--- config.mk ---
export PLATFORM = sky130hd
export DESIGN_NAME = sdram_cmd_issuer
export DESIGN_NICKNAME = d
export VERILOG_FILES = /design/src/rtl/sdram_cmd_pkg.sv /design/src/rtl/sdram_ctl_reg.sv /design/src/rtl/sdram_bank_track.sv /design/src/rtl/sdram_idle_timer.sv /design/src/rtl/sdram_cmd_issuer.sv
export SDC_FILE = /design/constraint.sdc
export NUM_CORES = 1
export LEC_CHECK = 0
export ABC_AREA = 1
export CAP_MARGIN = 30
export CELL_PAD_IN_SITES_DETAIL_PLACEMENT = 0
export CELL_PAD_IN_SITES_GLOBAL_PLACEMENT = 2
export CORE_ASPECT_RATIO = 0.8
export CORE_MARGIN = 2
export CORE_UTILIZATION = 31
export DETAILED_ROUTE_END_ITERATION = 10
export GPL_TIMING_DRIVEN = 0
export PLACE_DENSITY_LB_ADDON = 0.3
export SLEW_MARGIN = 30
export SYNTH_ARGS = -nofsm -noshare
export SYNTH_HDL_FRONTEND = slang
export SYNTH_SLANG_ARGS = --single-unit
--- constraint.sdc ---
create_clock -name clk -period 3.5 [get_ports clk]
set_input_delay 1.05 -clock clk [delete_from_list [all_inputs] [get_ports clk]]
set_output_delay 1.05 -clock clk [all_outputs]
set_load 0.05 [all_outputs]
--- src/rtl/sdram_cmd_pkg.sv ---
package sdram_cmd_pkg;

    // Command encoding, field order ras_n, cas_n, we_n.
    typedef struct packed {
        logic ras_n;
        logic cas_n;
        logic we_n;
    } cmd_t;

    localparam cmd_t CMD_IDLE  = 3'b111;
    localparam cmd_t CMD_ACT   = 3'b011;
    localparam cmd_t CMD_READ  = 3'b101;
    localparam cmd_t CMD_WRITE = 3'b100;
    localparam cmd_t CMD_PRE   = 3'b010;
    localparam cmd_t CMD_MRS   = 3'b000;
    localparam cmd_t CMD_REF   = 3'b001;

    // Override mode codes (register bits 7:5).
    localparam logic [2:0] OVR_NORMAL = 3'b000;
    localparam logic [2:0] OVR_IDLE   = 3'b001;
    localparam logic [2:0] OVR_PREALL = 3'b010;
    localparam logic [2:0] OVR_MRS    = 3'b011;
    localparam logic [2:0] OVR_REF    = 3'b100;

    // Register field positions that software depends on.
    localparam int MODE_LSB = 5;
    localparam int TMO_LSB  = 2;
    localparam int POL_LSB  = 0;

    typedef enum logic [1:0] {
        ST_WAIT = 2'd0,
        ST_ACT  = 2'd1,
        ST_XFER = 2'd2
    } seq_state_t;

    function automatic logic ovr_active(input logic [2:0] mode);
        return (mode == OVR_IDLE) || (mode == OVR_PREALL) ||
               (mode == OVR_MRS)  || (mode == OVR_REF);
    endfunction

    function automatic cmd_t ovr_cmd(input logic [2:0] mode);
        cmd_t c;
        unique case (mode)
            OVR_PREALL: c = CMD_PRE;
            OVR_MRS:    c = CMD_MRS;
            OVR_REF:    c = CMD_REF;
            default:    c = CMD_IDLE;
        endcase
        return c;
    endfunction

    function automatic cmd_t access_cmd(input logic is_write);
        return is_write ? CMD_WRITE : CMD_READ;
    endfunction

endpackage

--- src/rtl/sdram_ctl_reg.sv ---
module sdram_ctl_reg
    import sdram_cmd_pkg::*;
(
    input  logic        clk,
    input  logic        rst,
    input  logic        wr_en,
    input  logic [15:0] wr_data,
    output logic [15:0] rd_data,
    output logic [2:0]  mode
);
    logic [2:0] mode_q;
    logic [1:0] tmo_q;
    logic [1:0] pol_q;

    always_ff @(posedge clk) begin
        if (rst) begin
            mode_q <= OVR_NORMAL;
            tmo_q  <= 2'b00;
            pol_q  <= 2'b00;
        end else if (wr_en) begin
            mode_q <= wr_data[MODE_LSB +: 3];
            tmo_q  <= wr_data[TMO_LSB +: 2];
            pol_q  <= wr_data[POL_LSB +: 2];
        end
    end

    // Timeout and policy codes are stored for readback only; every code acts as 00.
    always_comb begin
        rd_data                = '0;
        rd_data[MODE_LSB +: 3] = mode_q;
        rd_data[TMO_LSB +: 2]  = tmo_q;
        rd_data[POL_LSB +: 2]  = pol_q;
    end

    assign mode = mode_q;

    a_r2_reserved_zero: assert property (@(posedge clk) disable iff (rst)
        (rd_data[15:8] == 8'h00) && (rd_data[4] == 1'b0));

    a_r2_write_lands: assert property (@(posedge clk) disable iff (rst)
        wr_en |=> (rd_data[7:5] == $past(wr_data[7:5])));

endmodule

--- src/rtl/sdram_bank_track.sv ---
module sdram_bank_track #(
    parameter int ROW_W = 12
) (
    input  logic             clk,
    input  logic             rst,
    input  logic             open_set,
    input  logic             close,
    input  logic [ROW_W-1:0] set_row,
    input  logic [ROW_W-1:0] probe_row,
    output logic             is_open,
    output logic             row_match
);
    logic             open_q;
    logic [ROW_W-1:0] row_q;

    always_ff @(posedge clk) begin
        if (rst) begin
            open_q <= 1'b0;
            row_q  <= '0;
        end else if (open_set) begin
            open_q <= 1'b1;
            row_q  <= set_row;
        end else if (close) begin
            open_q <= 1'b0;
        end
    end

    assign is_open   = open_q;
    assign row_match = (row_q == probe_row);

    a_r10_close_takes: assert property (@(posedge clk) disable iff (rst)
        (close && !open_set) |=> !is_open);

endmodule

--- src/rtl/sdram_idle_timer.sv ---
module sdram_idle_timer #(
    parameter int IDLE_CLKS = 16
) (
    input  logic clk,
    input  logic rst,
    input  logic run,
    output logic fire
);
    localparam int CW = $clog2(IDLE_CLKS + 1);
    localparam logic [CW-1:0] LIMIT = CW'(IDLE_CLKS);

    logic [CW-1:0] cnt_q;

    always_ff @(posedge clk) begin
        if (rst || !run || cnt_q == LIMIT) cnt_q <= '0;
        else                               cnt_q <= cnt_q + 1'b1;
    end

    assign fire = run && (cnt_q == LIMIT);

    a_r11_count_cap: assert property (@(posedge clk) disable iff (rst)
        cnt_q <= LIMIT);

    a_r11_restart: assert property (@(posedge clk) disable iff (rst)
        !run |=> (cnt_q == '0));

endmodule

--- src/rtl/sdram_cmd_issuer.sv ---
module sdram_cmd_issuer
    import sdram_cmd_pkg::*;
#(
    parameter int ROW_W     = 12,
    parameter int NBANK     = 2,
    parameter int IDLE_CLKS = 16,
    localparam int BANK_W   = (NBANK > 1) ? $clog2(NBANK) : 1
) (
    input  logic              clk,
    input  logic              rst,
    input  logic              cfg_we,
    input  logic [15:0]       cfg_wdata,
    output logic [15:0]       cfg_rdata,
    input  logic              req_valid,
    input  logic [BANK_W-1:0] req_bank,
    input  logic [ROW_W-1:0]  req_row,
    input  logic              req_write,
    input  logic              arb_switch,
    output logic              req_ready,
    output logic              ras_n,
    output logic              cas_n,
    output logic              we_n,
    output logic [BANK_W-1:0] ba,
    output logic              a10
);
    logic [2:0] mode;
    logic       forcing;

    sdram_ctl_reg u_reg (
        .clk     (clk),
        .rst     (rst),
        .wr_en   (cfg_we),
        .wr_data (cfg_wdata),
        .rd_data (cfg_rdata),
        .mode    (mode)
    );

    assign forcing = ovr_active(mode);

    seq_state_t        state_q, state_d;
    logic [BANK_W-1:0] pend_bank_q;
    logic [ROW_W-1:0]  pend_row_q;
    logic              pend_wr_q;
    logic              take;

    logic [NBANK-1:0]  open_v, hit_v, set_v, close_v;
    logic [ROW_W-1:0]  set_row;

    assign set_row = (state_q == ST_WAIT) ? req_row : pend_row_q;

    for (genvar b = 0; b < NBANK; b++) begin : g_bank
        sdram_bank_track #(.ROW_W(ROW_W)) u_trk (
            .clk       (clk),
            .rst       (rst),
            .open_set  (set_v[b]),
            .close     (close_v[b]),
            .set_row   (set_row),
            .probe_row (req_row),
            .is_open   (open_v[b]),
            .row_match (hit_v[b])
        );
    end

    logic tmr_run, tmr_fire;

    assign req_ready = (state_q == ST_WAIT) && !forcing;
    assign tmr_run   = req_ready && !req_valid && (|open_v);

    sdram_idle_timer #(.IDLE_CLKS(IDLE_CLKS)) u_tmr (
        .clk  (clk),
        .rst  (rst),
        .run  (tmr_run),
        .fire (tmr_fire)
    );

    cmd_t              cmd_d, cmd_q;
    logic [BANK_W-1:0] ba_d, ba_q;
    logic              a10_d, a10_q;

    always_comb begin
        cmd_d   = CMD_IDLE;
        ba_d    = '0;
        a10_d   = 1'b0;
        state_d = state_q;
        set_v   = '0;
        close_v = '0;
        take    = 1'b0;
        unique case (state_q)
            ST_WAIT: begin
                if (forcing) begin
                    cmd_d = ovr_cmd(mode);
                    if (mode == OVR_PREALL) begin
                        a10_d   = 1'b1;
                        close_v = '1;
                    end
                end else if (req_valid) begin
                    take = 1'b1;
                    ba_d = req_bank;
                    if (open_v[req_bank] && hit_v[req_bank]) begin
                        cmd_d = access_cmd(req_write);
                    end else if (open_v[req_bank]) begin
                        cmd_d   = CMD_PRE;
                        a10_d   = arb_switch;
                        state_d = ST_ACT;
                        if (arb_switch) close_v = '1;
                        else            close_v[req_bank] = 1'b1;
                    end else begin
                        cmd_d            = CMD_ACT;
                        set_v[req_bank]  = 1'b1;
                        state_d          = ST_XFER;
                    end
                end else if (tmr_fire) begin
                    cmd_d   = CMD_PRE;
                    a10_d   = 1'b1;
                    close_v = '1;
                end
            end
            ST_ACT: begin
                cmd_d              = CMD_ACT;
                ba_d               = pend_bank_q;
                set_v[pend_bank_q] = 1'b1;
                state_d            = ST_XFER;
            end
            ST_XFER: begin
                cmd_d   = access_cmd(pend_wr_q);
                ba_d    = pend_bank_q;
                state_d = ST_WAIT;
            end
            default: state_d = ST_WAIT;
        endcase
    end

    always_ff @(posedge clk) begin
        if (rst) begin
            state_q     <= ST_WAIT;
            pend_bank_q <= '0;
            pend_row_q  <= '0;
            pend_wr_q   <= 1'b0;
            cmd_q       <= CMD_IDLE;
            ba_q        <= '0;
            a10_q       <= 1'b0;
        end else begin
            state_q <= state_d;
            cmd_q   <= cmd_d;
            ba_q    <= ba_d;
            a10_q   <= a10_d;
            if (take) begin
                pend_bank_q <= req_bank;
                pend_row_q  <= req_row;
                pend_wr_q   <= req_write;
            end
        end
    end

    assign ras_n = cmd_q.ras_n;
    assign cas_n = cmd_q.cas_n;
    assign we_n  = cmd_q.we_n;
    assign ba    = ba_q;
    assign a10   = a10_q;

    a_r1_reset_idle: assert property (@(posedge clk)
        rst |=> (cmd_q == CMD_IDLE && !a10_q));

    a_r3_idle_only: assert property (@(posedge clk) disable iff (rst)
        (state_q == ST_WAIT && mode == OVR_IDLE) |=> (cmd_q == CMD_IDLE));

    a_r8_act_then_access: assert property (@(posedge clk) disable iff (rst)
        (cmd_q == CMD_ACT) |=> (!cas_n && ras_n));

    a_r10_switch_miss_closes_all: assert property (@(posedge clk) disable iff (rst)
        (req_ready && req_valid && arb_switch && open_v[req_bank] && !hit_v[req_bank])
        |=> (cmd_q == CMD_PRE && a10_q));

    a_r11_timeout_prech: assert property (@(posedge clk) disable iff (rst)
        tmr_fire |=> (cmd_q == CMD_PRE && a10_q && open_v == '0));

    a_r12_seq_intact: assert property (@(posedge clk) disable iff (rst)
        (state_q != ST_WAIT) |=> (cmd_q == CMD_ACT || cmd_q == CMD_READ || cmd_q == CMD_WRITE));

endmodule

Yosys cells after proc, flatten, opt, wreduce, memory -nomap -nowiden
Index checks and enable logic that the tools add are counted.

Eq/ne operators: 12. $lt $le $gt $ge: 4. Multiplexer cells: 52. Reduce and logical (&&, ||, !) cells: 22. Bitwise logic cells: 1. $add $sub $neg: 1.

Operator list (number): 2-to-1 mux 2 bit (16); == test 12 bit (2); 2-to-1 mux 1 bit (24); one-hot mux 3 bit (3 select lines) (2); 2-to-1 mux 12 bit (1); 2-to-1 mux 3 bit (4); one-hot mux 2 bit (2 select lines) (2); logical AND 1 bit (7); == test 3 x 2 -> 1 bit (second input constant) (2); != test 2 bit (second input constant) (3); OR reduction 2 bit (3); adder 5 x 1 -> 5 bit (second input constant) (1); == test 5 bit (second input constant) (1); logical OR 1 bit (5); < comparator 1 x 2 -> 1 bit (second input constant) (2); nonzero test 2 bit (2); == test 3 x 1 -> 1 bit (second input constant) (1); == test 3 bit (second input constant) (1); zero test 1 bit (3); AND reduction 3 bit (1); demux 1 bit (select 1 bit) (2); == test 2 x 1 -> 1 bit (second input constant) (1); == test 2 bit (second input constant) (1); >= comparator 1 bit (second input constant) (2); 3 further kinds (3).

Register bits: 59. Output and inout port bits: 22.

Logic depth before layout (Yosys ltp)
Word-level depth: 15. Depth in mapped cells: 16.

By module
Synthesis repeated with hierarchy kept, for this count alone.

Cell total of the unflattened synthesis: 483. Area total of the unflattened synthesis: 3306.9 sq um.

Modules (own cells, without submodules): sdram_bank_track (area an instance 680.7 sq um, cells an instance 92, instances 2, sequential area each 260.2 sq um); sdram_cmd_issuer (area an instance 1323.8 sq um, cells an instance 208, instances 1, sequential area each 420.4 sq um); sdram_ctl_reg (area an instance 380.4 sq um, cells an instance 57, instances 1, sequential area each 140.1 sq um); sdram_idle_timer (area an instance 241.5 sq um, cells an instance 34, instances 1, sequential area each 100.1 sq um).

Worst setup path after synthesis
OpenSTA, ideal clock, no wires.

Path type: register -> output. Start: register u_reg.mode_q[1] (netlist: u_reg.mode[1]). End: output port req_ready. Buffers on the path: 0. Cell stages (with the launch flop): 5. Path slack: 719 ps. Arrival: 1731 ps. Path through: dfxtp_1 -> inv_1 -> nand3_2 -> nand2_2 -> nor2_1.

Longest elaborated chain between the ends: 6.

Ends and longest elaborated chain: start, declared (line sdram_ctl_reg.sv:11) `logic [2:0] mode_q;`; start signal, assigned (line sdram_ctl_reg.sv:21) `mode_q <= wr_data[MODE_LSB +: 3];`; == test 3 x 1 -> 1 bit or == test 3 x 2 -> 1 bit (tied branches) (line sdram_cmd_pkg.sv:37) `return (mode == OVR_IDLE) || (mode == OVR_PREALL) ||`; logical OR 1 bit (2 in series) (line sdram_cmd_pkg.sv:37); logical OR 1 bit * (line sdram_cmd_pkg.sv:38) `(mode == OVR_MRS) || (mode == OVR_REF);`; zero test 1 bit * (line sdram_cmd_issuer.sv:66) `assign req_ready = (state_q == ST_WAIT) && !forcing;`; logical AND 1 bit * (line sdram_cmd_issuer.sv:66); end, declared (line sdram_cmd_issuer.sv:19) `output logic req_ready,`.

Mark *: on every way between the ends. The rest lies on a longest branch, timed or not.

Worst setup path in the final report
Start: register state_q[1]. End: output port req_ready.

Longest elaborated chain between the ends: 2.

Ends and longest elaborated chain: start, declared (line sdram_cmd_issuer.sv:40) `seq_state_t state_q, state_d;`; start signal, assigned (line sdram_cmd_issuer.sv:143) `state_q <= state_d;`; zero test 2 bit (line sdram_cmd_issuer.sv:66); logical AND 1 bit (line sdram_cmd_issuer.sv:66).

Every way passes these cells.

==> results <==
## worst min path at each step
stage,endpoint,slack (ns),cells past startpoint
floorplan,pend_row_q[0],0.42,2
global placement,pend_row_q[4],0.44,2
detailed placement,g_bank[1].u_trk.row_q[4],0.45,2
CTS,g_bank[1].u_trk.row_q[4],0.45,2
global route,g_bank[1].u_trk.row_q[1],0.47,2
finish,pend_row_q[6],0.45,2
## cell families (layout without fill, tap and decap cells)
group                    Yosys count  count (layout)
AND/OR/NAND/NOR                  184             184
AO/OA/AOI/OAI                    100             100
buffers and inverters             73             125
flip-flops                        59              59
adder cells (fa/ha/maj)            6               6
XOR/XNOR                           3               3
other                              1               9
## worst max-delay path: cells and delay by family (launching register included)
family	cells	cell delay (ns)
DFF	1	0.32
and+or+nand+nor	1	0.20
buffers and inverters	4	1.19
adders and majority gates	1	0.16
## synthesized netlist by cell type (5+ instances only)
cell	number	area, um2
clkbuf_1	8	30.0
o21ai_1	6	30.0
nor2_1	57	214
inv_2	7	26.3
a21oi_1	33	165
buf_6	5	56.3
o21ai_0	54	270
nand2_1	88	330
nand3_1	19	95.1
nand4_1	6	37.5
dfxtp_1	59	1180
buf_4	9	67.6
inv_1	40	150
ha_1	6	75.1
## metal layers
layer,vias to the layer above,GRT usage (%),wire (um)
met5,-,0,0
met4,0,4.88,93
met3,8,5.21,495
met2,61,26.0,3510
met1,1275,24.0,4220
li1,1468,-,-
## final cells by class
class                   count  share of cell area, %
multi-input cells         302                   38.5
flip-flops and latches     59                   31.0
repair buffers             37                   9.67
clock buffers              14                   7.70
inverters                  50                   5.11
plain buffers              23                   4.13
well taps                 115                   3.77
clock inverters             1                  0.131
## stage by stage
step | power [mW] | util [%] | setup WS (ns) | std cells | cell area [um2]
finish | 2.09 | 41.5 | 0.242 | 601 | 3820
global route | 2.20 | 41.5 | 0.0624 | 601 | 3820
CTS | 2.12 | 41.5 | 0.199 | 601 | 3820
detailed placement | 1.24 | 38.3 | 0.286 | 586 | 3520
global placement | 1.24 | 38.3 | 0.313 | 586 | 3520
floorplan | 1.09 | - | 0.719 | 434 | 3000
## power breakdown
group	switching [mW]	total [mW]	leakage, nW	internal, mW
registers	0.0279	0.764	0.484	0.736
logic	0.310	0.462	1.03	0.152
clock network	0.296	0.866	0.151	0.570
## placed cells by master, fill, tap and decap left out, types with 7 or more instances in the layout
cell type and n:
clkbuf_16 9, dfxtp_1 59, inv_1 40, nand2_1 88
nand3_1 19, inv_2 7, nor2_1 57, clkdlybuf4s50_1 36
clkbuf_1 8, conb_1 9, o21ai_0 54, buf_4 9
a21oi_1 33
## sequential cells by signal, indices dropped and copies added (netlist names), 2 cells and up
| signal | cells |
|---|---|
| g_bank.u_trk.is_open | 2 |
| u_reg.mode | 3 |
| pend_row_q | 12 |
| u_reg.pol_q | 2 |
| u_reg.tmo_q | 2 |
| u_tmr.cnt_q | 5 |
| state_q | 2 |
| g_bank.u_trk.row_q | 24 |
==> key figures <==
Synth
  • Seq/Total Area, Yosys: 39.7%
  • Post-synthesis mux area share: 0%
  • Most used DFF post-synth: dfxtp_1
  • Yosys warning count: 0
  • Area fraction in and, or, nand and nor cells after synthesis: 27.3%
  • Distinct cells, synth: 34
  • Synth Instances: 426
  • Synth Register Bits: 59
  • Synthesized area: 2970 um2
  • Synth Area in XOR/XNOR: 0.883%
  • Post-synthesis compound-gate area fraction: 17.5%
  • Avg Cell Area, Syn: 6.98 um2
  • Post-synthesis adder-cell area fraction: 2.52%
  • Number of flops mapped to enable cells by yosys: 0
  • Main combinational cell family by area after synthesis: simple AND/OR/NAND/NOR gates
  • Async set-reset flop share out of synthesis: 0%

Setup path
  • Critical Path Start: state_q[1]
  • R2R depth: 11
  • Crit path max-delay cell type: dlygate4sd2_1
  • CP Capture Type: output port
  • Critical path type: flip-flop to output port
  • Crit path largest cell delay: 0.55 ns
  • Worst EP arrival: 2.21 ns
  • Flop-to-flop setup slack: 1.17 ns
  • Max Fanout on Critical Path: 8
  • R2r startpoint: state_q[1]
  • CP Capture Point: req_ready
  • Reg2reg end: g_bank[0].u_trk.row_q[9]
  • Cells along the critical path: inv_1, ha_1, clkbuf_1, inv_2, nor2_1, dlygate4sd2_1
  • CP required: 2.45 ns
  • CP startpoint kind: flip-flop

Timing
  • Setup TNS: 0 ns
  • Worst slew margin: 62.0%
  • Worst slew pin tran: 0.570 ns
  • Clk_skew: 0.00389 ns
  • Final-report setup violation count: 0
  • Fin crit share: 93.1%
  • Hold Fails Final Rpt: 0
  • Max-slew violations: 0
  • Max Freq: 0.307 GHz
  • Unrepaired setup endpoints after global routing: false
  • Final hold slack: 0.448 ns
  • Fin crit period: 3.26 ns

Clocking
  • Root buf cell: clkbuf_16
  • Htree depth: 3
  • TritonCTS Buffers: 9
  • Max Buffers Root-to-Sink: 2
  • Cts repair resizes: 1
  • CTS tree: done
  • Setup Buffers After CTS: 0
  • Cts hold-fix bufs: 0
  • Clock Latency Late Sink: 0.33 ns
  • CTS Sinks: 59
  • Clock Pin Slew Worst Setup and Hold Paths: 0.05 ns

Global routing
  • Pin count of the biggest net entering global routing: 11
  • Congestion Overflow GR: 0
  • First-pass GRT wire length: 13.9 mm
  • Vias in the first global route: 2697
  • Initial antenna violation count: 0
  • Total Routing Usage GR: 17.3%

Final layout
  • Synth-to-layout area growth: 28.3%
  • Layout cell share with drive strength beyond 1: 10.3%
  • Ant. Diodes: 0
  • Fillers: 987
  • # nets final: 523
  • FF+latch area: 1180 um2
  • Multi-input logic area: 1470 um2

Routing
  • Total wire length: 8.32 mm
  • Avg WL per Cell: 13.8 um
  • Drt drc: 0
  • Antenna Violating Nets Remaining: 0
  • Via Count: 2812
  • Starting DRT DRC Count: 154
  • Initial DRT Pass Iterations: 5
  • Vias/cell: 4.68

Placed design
  • Port bufs: 37
  • GP Congestion: 0.758
  • HPWL reported at the end of detailed placement: 6.03 mm

Flow run
  • Max cap viols: 0

Power and ir drop
  • LEAKAGE: 1.66 nW
  • Max IR drop VDD: 0.274 mV
  • Pwr Density: 548 nW/um2

Floorplan
  • Die ar.: 10400 um2
  • Die Y: 91.6 um
  • Initial core utilization: 32.4%
  • Core footprint: 9190 um2
  • Die Wd: 114 um
  • I/O Pins: 57
  • Rows: 31

Outcome
  • Status: finished clean

Worst hold path
  • Hold Crit Class: flip-flop to flip-flop
  • Hold path startpoint: pend_row_q[6]
Note: power is estimated with default switching activity, not from simulation.
